===== src/rtl/burst_seq_pkg.sv =====
package burst_seq_pkg;

  localparam int BURST_W = 2;

  typedef enum logic {
    SRC_CPU = 1'b0,
    SRC_CTL = 1'b1
  } strobe_src_e;

  typedef struct packed {
    logic        load;
    logic        desel;
    strobe_src_e src;
  } strobe_dec_t;

  function automatic logic [BURST_W-1:0] linear_beat(
    input logic [BURST_W-1:0] base,
    input logic [BURST_W-1:0] beat
  );
    return base + beat;
  endfunction

  function automatic logic [BURST_W-1:0] interleave_beat(
    input logic [BURST_W-1:0] base,
    input logic [BURST_W-1:0] beat
  );
    return base ^ beat;
  endfunction

  function automatic logic [BURST_W-1:0] next_beat(
    input logic [BURST_W-1:0] beat
  );
    return beat + 1'b1;
  endfunction

endpackage


===== src/rtl/bas_strobe_arb.sv =====
module bas_strobe_arb
  import burst_seq_pkg::*;
(
  input  logic        cpu_strobe_n,
  input  logic        ctl_strobe_n,
  input  logic        cs0_n,
  input  logic        cs1,
  input  logic        cs2_n,
  output strobe_dec_t dec
);

  logic cpu_take;
  logic ctl_take;
  logic any_take;
  logic all_sel;

  always_comb begin
    cpu_take = ~cpu_strobe_n & ~cs0_n;
    ctl_take = ~ctl_strobe_n & ~cpu_take;
    any_take = cpu_take | ctl_take;
    all_sel  = ~cs0_n & cs1 & ~cs2_n;
    dec.load  = any_take & all_sel;
    dec.desel = any_take & ~all_sel;
    dec.src   = ctl_take ? SRC_CTL : SRC_CPU;
  end

endmodule


===== src/rtl/bas_wrap_cnt.sv =====
module bas_wrap_cnt
  import burst_seq_pkg::*;
#(
  parameter int CNT_W = BURST_W
) (
  input  logic             clk,
  input  logic             rst_n,
  input  logic             clear,
  input  logic             step,
  output logic [CNT_W-1:0] cnt_q
);

  always_ff @(posedge clk or negedge rst_n) begin
    if (!rst_n) begin
      cnt_q <= '0;
    end else if (clear) begin
      cnt_q <= '0;
    end else if (step) begin
      cnt_q <= next_beat(cnt_q);
    end
  end

endmodule


===== src/rtl/bas_order_mix.sv =====
module bas_order_mix
  import burst_seq_pkg::*;
#(
  parameter int CNT_W = BURST_W
) (
  input  logic [CNT_W-1:0] base,
  input  logic [CNT_W-1:0] beat,
  input  logic             interleave,
  output logic [CNT_W-1:0] low
);

  logic [CNT_W-1:0] lin_low;
  logic [CNT_W-1:0] ilv_low;

  assign lin_low = linear_beat(base, beat);
  assign ilv_low = interleave_beat(base, beat);

  for (genvar b = 0; b < CNT_W; b++) begin : g_bit
    assign low[b] = interleave ? ilv_low[b] : lin_low[b];
  end

endmodule


===== src/rtl/bas_addr_reg.sv =====
module bas_addr_reg
  import burst_seq_pkg::*;
#(
  parameter int ADDR_W = 17,
  parameter int CNT_W  = BURST_W,
  localparam int UP_W  = ADDR_W - CNT_W
) (
  input  logic              clk,
  input  logic              rst_n,
  input  strobe_dec_t       dec,
  input  logic [ADDR_W-1:0] addr_in,
  output logic [UP_W-1:0]   upper_q,
  output logic [CNT_W-1:0]  base_q,
  output logic              valid_q,
  output logic              src_ctl_q
);

  always_ff @(posedge clk or negedge rst_n) begin
    if (!rst_n) begin
      upper_q   <= '0;
      base_q    <= '0;
      valid_q   <= 1'b0;
      src_ctl_q <= 1'b0;
    end else if (dec.load) begin
      upper_q   <= addr_in[ADDR_W-1:CNT_W];
      base_q    <= addr_in[CNT_W-1:0];
      valid_q   <= 1'b1;
      src_ctl_q <= (dec.src == SRC_CTL);
    end else if (dec.desel) begin
      valid_q   <= 1'b0;
    end
  end

endmodule


===== src/rtl/burst_addr_seq.sv =====
module burst_addr_seq
  import burst_seq_pkg::*;
#(
  parameter int ADDR_W = 17,
  localparam int CNT_W = BURST_W,
  localparam int UP_W  = ADDR_W - CNT_W
) (
  input  logic              clk,
  input  logic              rst_n,
  input  logic [ADDR_W-1:0] addr_in,
  input  logic              cpu_strobe_n,
  input  logic              ctl_strobe_n,
  input  logic              step_n,
  input  logic              cs0_n,
  input  logic              cs1,
  input  logic              cs2_n,
  input  logic              order_interleave,
  output logic [ADDR_W-1:0] mem_addr,
  output logic              access_valid,
  output logic              start_by_ctl
);

  strobe_dec_t      dec;
  logic [UP_W-1:0]  upper_q;
  logic [CNT_W-1:0] base_q;
  logic [CNT_W-1:0] cnt_q;
  logic [CNT_W-1:0] low;
  logic             valid_q;
  logic             src_ctl_q;
  logic             order_q;

  // named internal events, used by the checker
  logic load_evt;
  logic desel_evt;
  logic step_evt;

  bas_strobe_arb u_arb (
    .cpu_strobe_n (cpu_strobe_n),
    .ctl_strobe_n (ctl_strobe_n),
    .cs0_n        (cs0_n),
    .cs1          (cs1),
    .cs2_n        (cs2_n),
    .dec          (dec)
  );

  assign load_evt  = dec.load;
  assign desel_evt = dec.desel;
  assign step_evt  = valid_q & ~step_n & ~load_evt & ~desel_evt;

  always_ff @(posedge clk or negedge rst_n) begin
    if (!rst_n) begin
      order_q <= 1'b1;
    end else begin
      order_q <= order_interleave;
    end
  end

  bas_addr_reg #(.ADDR_W(ADDR_W), .CNT_W(CNT_W)) u_areg (
    .clk       (clk),
    .rst_n     (rst_n),
    .dec       (dec),
    .addr_in   (addr_in),
    .upper_q   (upper_q),
    .base_q    (base_q),
    .valid_q   (valid_q),
    .src_ctl_q (src_ctl_q)
  );

  bas_wrap_cnt #(.CNT_W(CNT_W)) u_cnt (
    .clk   (clk),
    .rst_n (rst_n),
    .clear (load_evt),
    .step  (step_evt),
    .cnt_q (cnt_q)
  );

  bas_order_mix #(.CNT_W(CNT_W)) u_mix (
    .base       (base_q),
    .beat       (cnt_q),
    .interleave (order_q),
    .low        (low)
  );

  assign mem_addr     = {upper_q, low};
  assign access_valid = valid_q;
  assign start_by_ctl = src_ctl_q;

endmodule


===== config.mk =====
export PLATFORM = sky130hd
export DESIGN_NAME = burst_addr_seq
export DESIGN_NICKNAME = d
export VERILOG_FILES = /design/src/rtl/burst_seq_pkg.sv /design/src/rtl/bas_strobe_arb.sv /design/src/rtl/bas_wrap_cnt.sv /design/src/rtl/bas_order_mix.sv /design/src/rtl/bas_addr_reg.sv /design/src/rtl/burst_addr_seq.sv
export SDC_FILE = /design/constraint.sdc
export NUM_CORES = 1
export LEC_CHECK = 0
export ABC_CLOCK_PERIOD_IN_PS = 1200
export BUFFER_PORTS_ARGS = -buffer_cell sky130_fd_sc_hd__buf_2
export CAP_MARGIN = 20
export CORE_MARGIN = 2
export CORE_UTILIZATION = 45
export CTS_BUF_LIST = sky130_fd_sc_hd__clkbuf_4 sky130_fd_sc_hd__clkbuf_8 sky130_fd_sc_hd__clkbuf_16
export DETAILED_ROUTE_END_ITERATION = 10
export GPL_ROUTABILITY_DRIVEN = 0
export GPL_TIMING_DRIVEN = 1
export PLACE_DENSITY = 0.78
export SLEW_MARGIN = 10
export SYNTH_ARGS = -nofsm -noshare
export SYNTH_HDL_FRONTEND = slang
export SYNTH_HIERARCHICAL = 1
export SYNTH_SLANG_ARGS = --single-unit

===== constraint.sdc =====
create_clock -name clk -period 1.2 [get_ports clk]
set_input_delay 0.24 -clock clk [delete_from_list [all_inputs] [get_ports clk]]
set_output_delay 0.24 -clock clk [all_outputs]
set_load 0.005 [all_outputs]

==> impl_results.md, run 1 <==
* PwrDens at ~1500 nW/um^2
* # IOs at 45
* Critical path origin: u_areg/base_q[0]
* Tmin final at approximately 1.5 ns
* Die Span Y at between 50 and 60 um
* Antenna violations before repair at 0
* Library cells used by synthesis at 20
* Rel. slew slack at 68.5%
* Buffers on Ports at 44
* Hold_sp: addr_in[8]
* Clock Path Buffers at 2
* Worst R2R Start: u_cnt/cnt_q[0]
* Ys flop type: dfrtp_1
* Die Area at 2540 sq um
* Synth Instances at 61
* Layout cells sized above 1 at between 60 and 70%
* Layout Nets at 140
* Max H-tree Level at 1
* # rows at 16
* Starting DRC count in detailed routing at 9
* Crit Path Category: flip-flop to output port
* Maximum fanout along the worst path at 2
* Crit share post-route at 123%
* Final-layout fill cell count at ~160
* Routed via count at 639
* Pwr Total at between 1.5 and 2 mW
* Total Wirelength at roughly 1800 um
* Crit path buf inv count at 1
* Final Hold Fails at 0
* Mapped Area at 970 sq um
* Leakage at 0.647 nW
* Vias per inst at around 4.6
* Critical path's slowest cell: dfrtp_1
* Slew Limit Fails at 0
* Cell count after placement at ~130
* Clock buffer count from CTS at 3
* Layout Skew at between 0.0009 and 0.001 ns
* Number of synthesized flops with an enable pin at 0
* Yosys synthesis warning count at 6
* Seq. cell area at around 550 sq um
* Drt pass-1 iters at 4
* Worst slew pin tran at between 0.4 and 0.5 ns
* CP Launch Type: flip-flop
* CP cell instances: ha_2, nor2b_4, xnor2_1, buf_2
* Worst setup margin at -0.275 ns
* Critical path's top delay family: flip-flops
* Area of the multi-input gates at slightly above 400 sq um
* # DRC at 0
* Worst Path Arrival at between 1 and 1.5 ns
* Hold Crit Class: input pin to flip-flop
* Worst-path clk slew at ~0.11 ns
* Total global routing track utilization at between 10% and 20%
* Area delta synth->final at 35.1%
* Drt wl/cell at 12.9 um
* WP data required at between 0.9 and 1 ns
* First-pass GRT wire length at 2930 um
* Diodes inserted at 0
* CORE AREA at 2000 sq um
* Setup_tns at -0.426 ns
* Flops & latches, synth at 22
* Initial Util at 48.4%
* Maximum vdd ir drop at approximately 0.95 mV
* Crit path largest cell delay at 0.40 ns
* Failing checks: setup timing
* Most frequent cells in the layout: 44 x buf_2, 21 x dfrtp_1, 9 x mux2_4, 9 x mux2_2
* Post-Syn Nets at 88
* Syn Area/Cell at between 15 and 20 sq um
* Final non-filler cell total at approximately 140
* Setup violators final at 2
* Sink Count at 22
* CTS tree: yes
* Fmax at 678 MHz
* Post-route ant nets at 0
* Vias in the first global route at 669
* Async S/R FF share, synth at 100%
* Commonest non-fill, non-tap cell in the layout: buf_2
* Worst-Skew Late Latency at roughly 0.29 ns
* Unrepaired setup endpoints after global routing: yes
* Hold slack at approximately 0.17 ns
* Clock tree root driver cell: clkbuf_4
* Total of max-cap violations at 0
* Status: finished with violations
* Remaining global-route overflow at 0
* Die X at about 50 um
* Pin count of the biggest net entering global routing at 23
* Sequential cell area fraction in the yosys report at between 50% and 60%
* Nature of the critical path endpoint: output port
## routing by layer
layer	up-vias	wire [um]	global-route usage (%)
met1	306	787	18.6
met3	2	61	2.98
met5	-	0	0
met4	0	19	6.76
li1	316	-	-
met2	15	921	26.8
## cell type report
class | instances | area share [%]
sequential | 22 | 42.1
multi-input combinational | 34 | 30.8
timing repair buffer | 50 | 21.2
clock buffer | 4 | 2.77
tap | 27 | 2.58
inverter | 2 | 0.573
## worst paths after layout
path                                       to  slack (ns)  depth (start not counted)
min reg2reg                u_areg/upper_q[13]        0.52                          1
max in group asynchronous             order_q        0.43                          2
min                         u_areg/upper_q[6]        0.17                          2
min in group asynchronous   u_areg/upper_q[2]        0.43                          2
max                               mem_addr[1]       -0.27                          4
max reg2reg                    u_cnt/cnt_q[1]        0.20                          4
## power breakdown
group	internal, mW	switching [mW]
Sequential	0.891	0.0815
Combinational	0.348	0.193
Clock	0.185	0.207
## worst register-to-register path: cells and delay by family, from the launching register on
kind                   cells  cell delay, ns
DFF                        1            0.41
buffers and inverters      2            0.27
AOI/OAI and AO/OA          2            0.27
## synth_stat cells (2+ instances only)
cell     count  area share (%)
dfrtp_1     21              54
mux2_2       9              10
mux2_4       9              14
nor2_1       3             1.2
xnor2_1      3             2.7
inv_1        2            0.77
## sequential cells by signal, summed over array words and instances, names as in the netlist
register,flops
u_areg/upper_q,15
u_cnt/cnt_q,2
order_q,1
u_areg/src_ctl_q,1
u_areg/valid_q,1
u_areg/base_q,2
## through the flow
stage	setup slack, ns	instance area, sq um	util [%]
after CTS	-0.309	1280	64.1
after floorplan	-0.236	982	-
after global placement	-0.263	1220	60.9
final	-0.275	1310	65.4
after global routing	-0.345	1310	65.4
after detailed placement	-0.302	1220	60.9
## cell families (layout without fill, tap and decap cells)
group | Yosys count | after routing | synth area share [%]
AO/OA/AOI/OAI | 6 | 6 | 5.81
XOR/XNOR | 3 | 3 | 2.71
adder cells (fa/ha/maj) | 1 | 1 | 1.29
buffers and inverters | 5 | 56 | 4.77
flip-flops | 22 | 22 | 56.9
multiplexers | 18 | 18 | 24.4
AND/OR/NAND/NOR | 6 | 6 | 4.13
## repair_timing
action,in CTS,in global routing
hold buffers,1,1
setup buffers,1,0
pin swaps,2,2
hold endpoints to repair,21,1
endpoints found under the setup margin,2,4
gates resized for setup,3,3
(Power assumes the default switching activity.)
==> run 2: changes to the inputs <==
SKIP_LAST_GASP = 1   (was default)
==> run 2 against run 1 <==
- the flow still finishes with violations (setup timing)
- count of clock-buffer cells in the layout did not move
- maximum frequency is 0.17% lower
- clock power about the same
- non-clock buffer count is the same
==> impl_results.md, run 2 (same netlist as run 1, synthesis figures left out) <==
* Status: finished with violations
* Failing checks: setup timing
* Worst R2R Start: u_cnt/cnt_q[0]
* Worst slew pin tran at 0.470 ns (-0.00283 ns)
* Commonest non-fill, non-tap cell in the layout: buf_2
* Die X at 50.4 um (unchanged)
* Combinational power share at 28.3% (about the same)
* Clock buffer count from CTS at 3 (unchanged)
* CP cell instances: ha_2, nor2b_4, xnor2_1, buf_2
* Area delta synth->final at 34.7%
* Nature of the critical path endpoint: output port
* Critical path's slowest cell: dfrtp_1
* Setup violators final at 2 (unchanged)
* Reg with most FFs: u_areg/upper_q
* Worst Path Arrival at 1.24 ns (about the same)
* Worst-Skew Late Latency at 0.29 ns (about the same)
* Worst-path clk slew at 0.12 ns (about the same)
* Biggest regs: u_areg/upper_q: 15 flops, u_areg/base_q: 2 flops, u_cnt/cnt_q: 2 flops
* # DRC at 0 (unchanged)
* Total global routing track utilization at 15.5% (unchanged)
* Vias in the first global route at 669 (unchanged)
* Fmax at 677 MHz (-0.17%)
* Maximum vdd ir drop at 0.956 mV (+0.29%)
* Total Wirelength at 1770 um (-1.1%)
* WP depth at 4 (unchanged)
* Crit path buf inv count at 1 (unchanged)
* End of the worst register-to-register path: u_cnt/cnt_q[1]
* Pin count of the biggest net entering global routing at 23 (unchanged)
* Die Span Y at 50.4 um (unchanged)
* Layout Skew at 0.00137 ns (+0.000447 ns)
* Unrepaired setup endpoints after global routing: yes
* Final-layout fill cell count at 157 (unchanged)
* Routed via count at 635 (-0.63%)
* CORE AREA at 2000 sq um (unchanged)
* # IOs at 45 (unchanged)
* First-pass GRT wire length at 2930 um (unchanged)
* Initial Util at 48.4% (unchanged)
* Leakage at 0.646 nW (-0.12%)
* Rel. slew slack at 68.7% (+0.19 points)
* Remaining global-route overflow at 0 (unchanged)
* Drt pass-1 iters at 2 (-2)
* Critical path origin: u_areg/base_q[0]
* Vias per inst at 4.57 (-0.63%)
* Slew Limit Fails at 0 (unchanged)
* Total of max-cap violations at 0 (unchanged)
* P_int at 1.42 mW (about the same)
* Sink Count at 22 (unchanged)
* CTS tree: yes
* Post-layout util at 65.3% (-0.19 points)
* Max H-tree Level at 1 (unchanged)
* Starting DRC count in detailed routing at 6 (-3)
* Final Hold Fails at 0 (unchanged)
* Final non-filler cell total at 139 (unchanged)
* Crit path largest cell delay at 0.40 ns (about the same)
* Maximum fanout along the worst path at 2 (unchanged)
* # rows at 16 (unchanged)
* Buffers on Ports at 44 (unchanged)
* Critical path's top delay family: flip-flops
* CP Launch Type: flip-flop
* Crit Path Category: flip-flop to output port
* Largest register FFs at 15 (unchanged)
* Hold slack at 0.165 ns (+0.000167 ns)
* CP endpoint: mem_addr[1]
* Reg2reg setup slack at 0.20 ns (about the same)
* Sw Ratio at 25.3% (about the same)
* Clock tree root driver cell: clkbuf_4
* Hold Crit Class: input pin to flip-flop
* Layout Nets at 140 (unchanged)
* Cell count after placement at 132 (unchanged)
* Post-route ant nets at 0 (unchanged)
* Most frequent cells in the layout: 44 x buf_2, 21 x dfrtp_1, 9 x mux2_4, 9 x mux2_2
* Tmin final at 1.48 ns (+0.00251 ns)
* Layout cells sized above 1 at 68.8% (unchanged)
* Sequential Power Share at 51.0% (about the same)
* R2R depth at 4 (unchanged)
* Diodes inserted at 0 (unchanged)
* Drt wl/cell at 12.7 um (-1.1%)
* Crit share post-route at 123% (+0.21 points)
* Worst setup margin at -0.277 ns (-0.00251 ns)
* Die Area at 2540 sq um (unchanged)
* Clk network pwr share at 20.6% (about the same)
* WP data required at 0.96 ns (about the same)
* Antenna violations before repair at 0 (unchanged)
* P_sw at 0.482 mW (about the same)
* Clock Path Buffers at 2 (unchanged)
* PwrDens at 1460 nW/um^2 (+0.24%)
==> run 2: cell count changes in the layout (fill, tap and decap cells not counted) <==
cell | previous run | this run
buf_4 | 2 | 3
buf_6 | 2 | 1
==> run 2: how the worst min path moves through the flow <==
stage | cells past startpoint | slack, ns | to | start
after floorplan | 0 | -0.06 | u_areg/base_q[0] | rst_n
after global placement | 1 | 0.22 | u_areg/upper_q[2] | rst_n
after detailed placement | 1 | 0.23 | u_areg/upper_q[2] | rst_n
after CTS | 1 | 0.01 | order_q | order_interleave
after global routing | 2 | 0.13 | u_areg/upper_q[10] | addr_in[12]
final | 2 | 0.17 | u_areg/upper_q[8] | addr_in[10]
==> run 2: power groups by stage <==
stage,Clock (mW),Sequential (mW),Combinational (mW)
floorplan,0,0.995,0.256
global placement,0,0.978,0.502
detailed placement,0,0.984,0.515
CTS,0.415,0.973,0.538
global route,0.453,0.993,0.591
finish,0.393,0.972,0.539
==> run 2: layer usage <==
metal	global-route usage [%]	part of all wire [%]	wire (um)
met2	26.8	51	910
met4	6.76	1.1	19
met1	18.6	44	779
met3	2.98	3.4	61
met5	0	0	0
==> run 2: stage by stage <==
step	setup WS (ns)	cell area, sq um	power [mW]	TNS (ns)
detailed placement	-0.302	1220	1.50	-5.20
global placement	-0.263	1220	1.48	-4.65
CTS	-0.309	1280	1.93	-0.476
global route	-0.345	1310	2.04	-0.575
floorplan	-0.236	982	1.25	-3.51
finish	-0.277	1310	1.90	-0.428
==> run 2: area by class of cell <==
type | instances | area [sq um] | area share (%)
Sequential cell | 22 | 552 | 42.2
Multi-Input combinational cell | 34 | 403 | 30.8
Timing Repair Buffer | 50 | 274 | 21.0
Clock buffer | 4 | 36.3 | 2.78
Tap cell | 27 | 33.8 | 2.59
Inverter | 2 | 7.51 | 0.575
==> run 2: timing repair <==
item	CTS	global route
resized for setup	3	2
pin swaps	2	2
endpoints found under the hold margin	21	1
buffers inserted	1	0
hold buffers	1	1
setup endpoints to repair	2	4
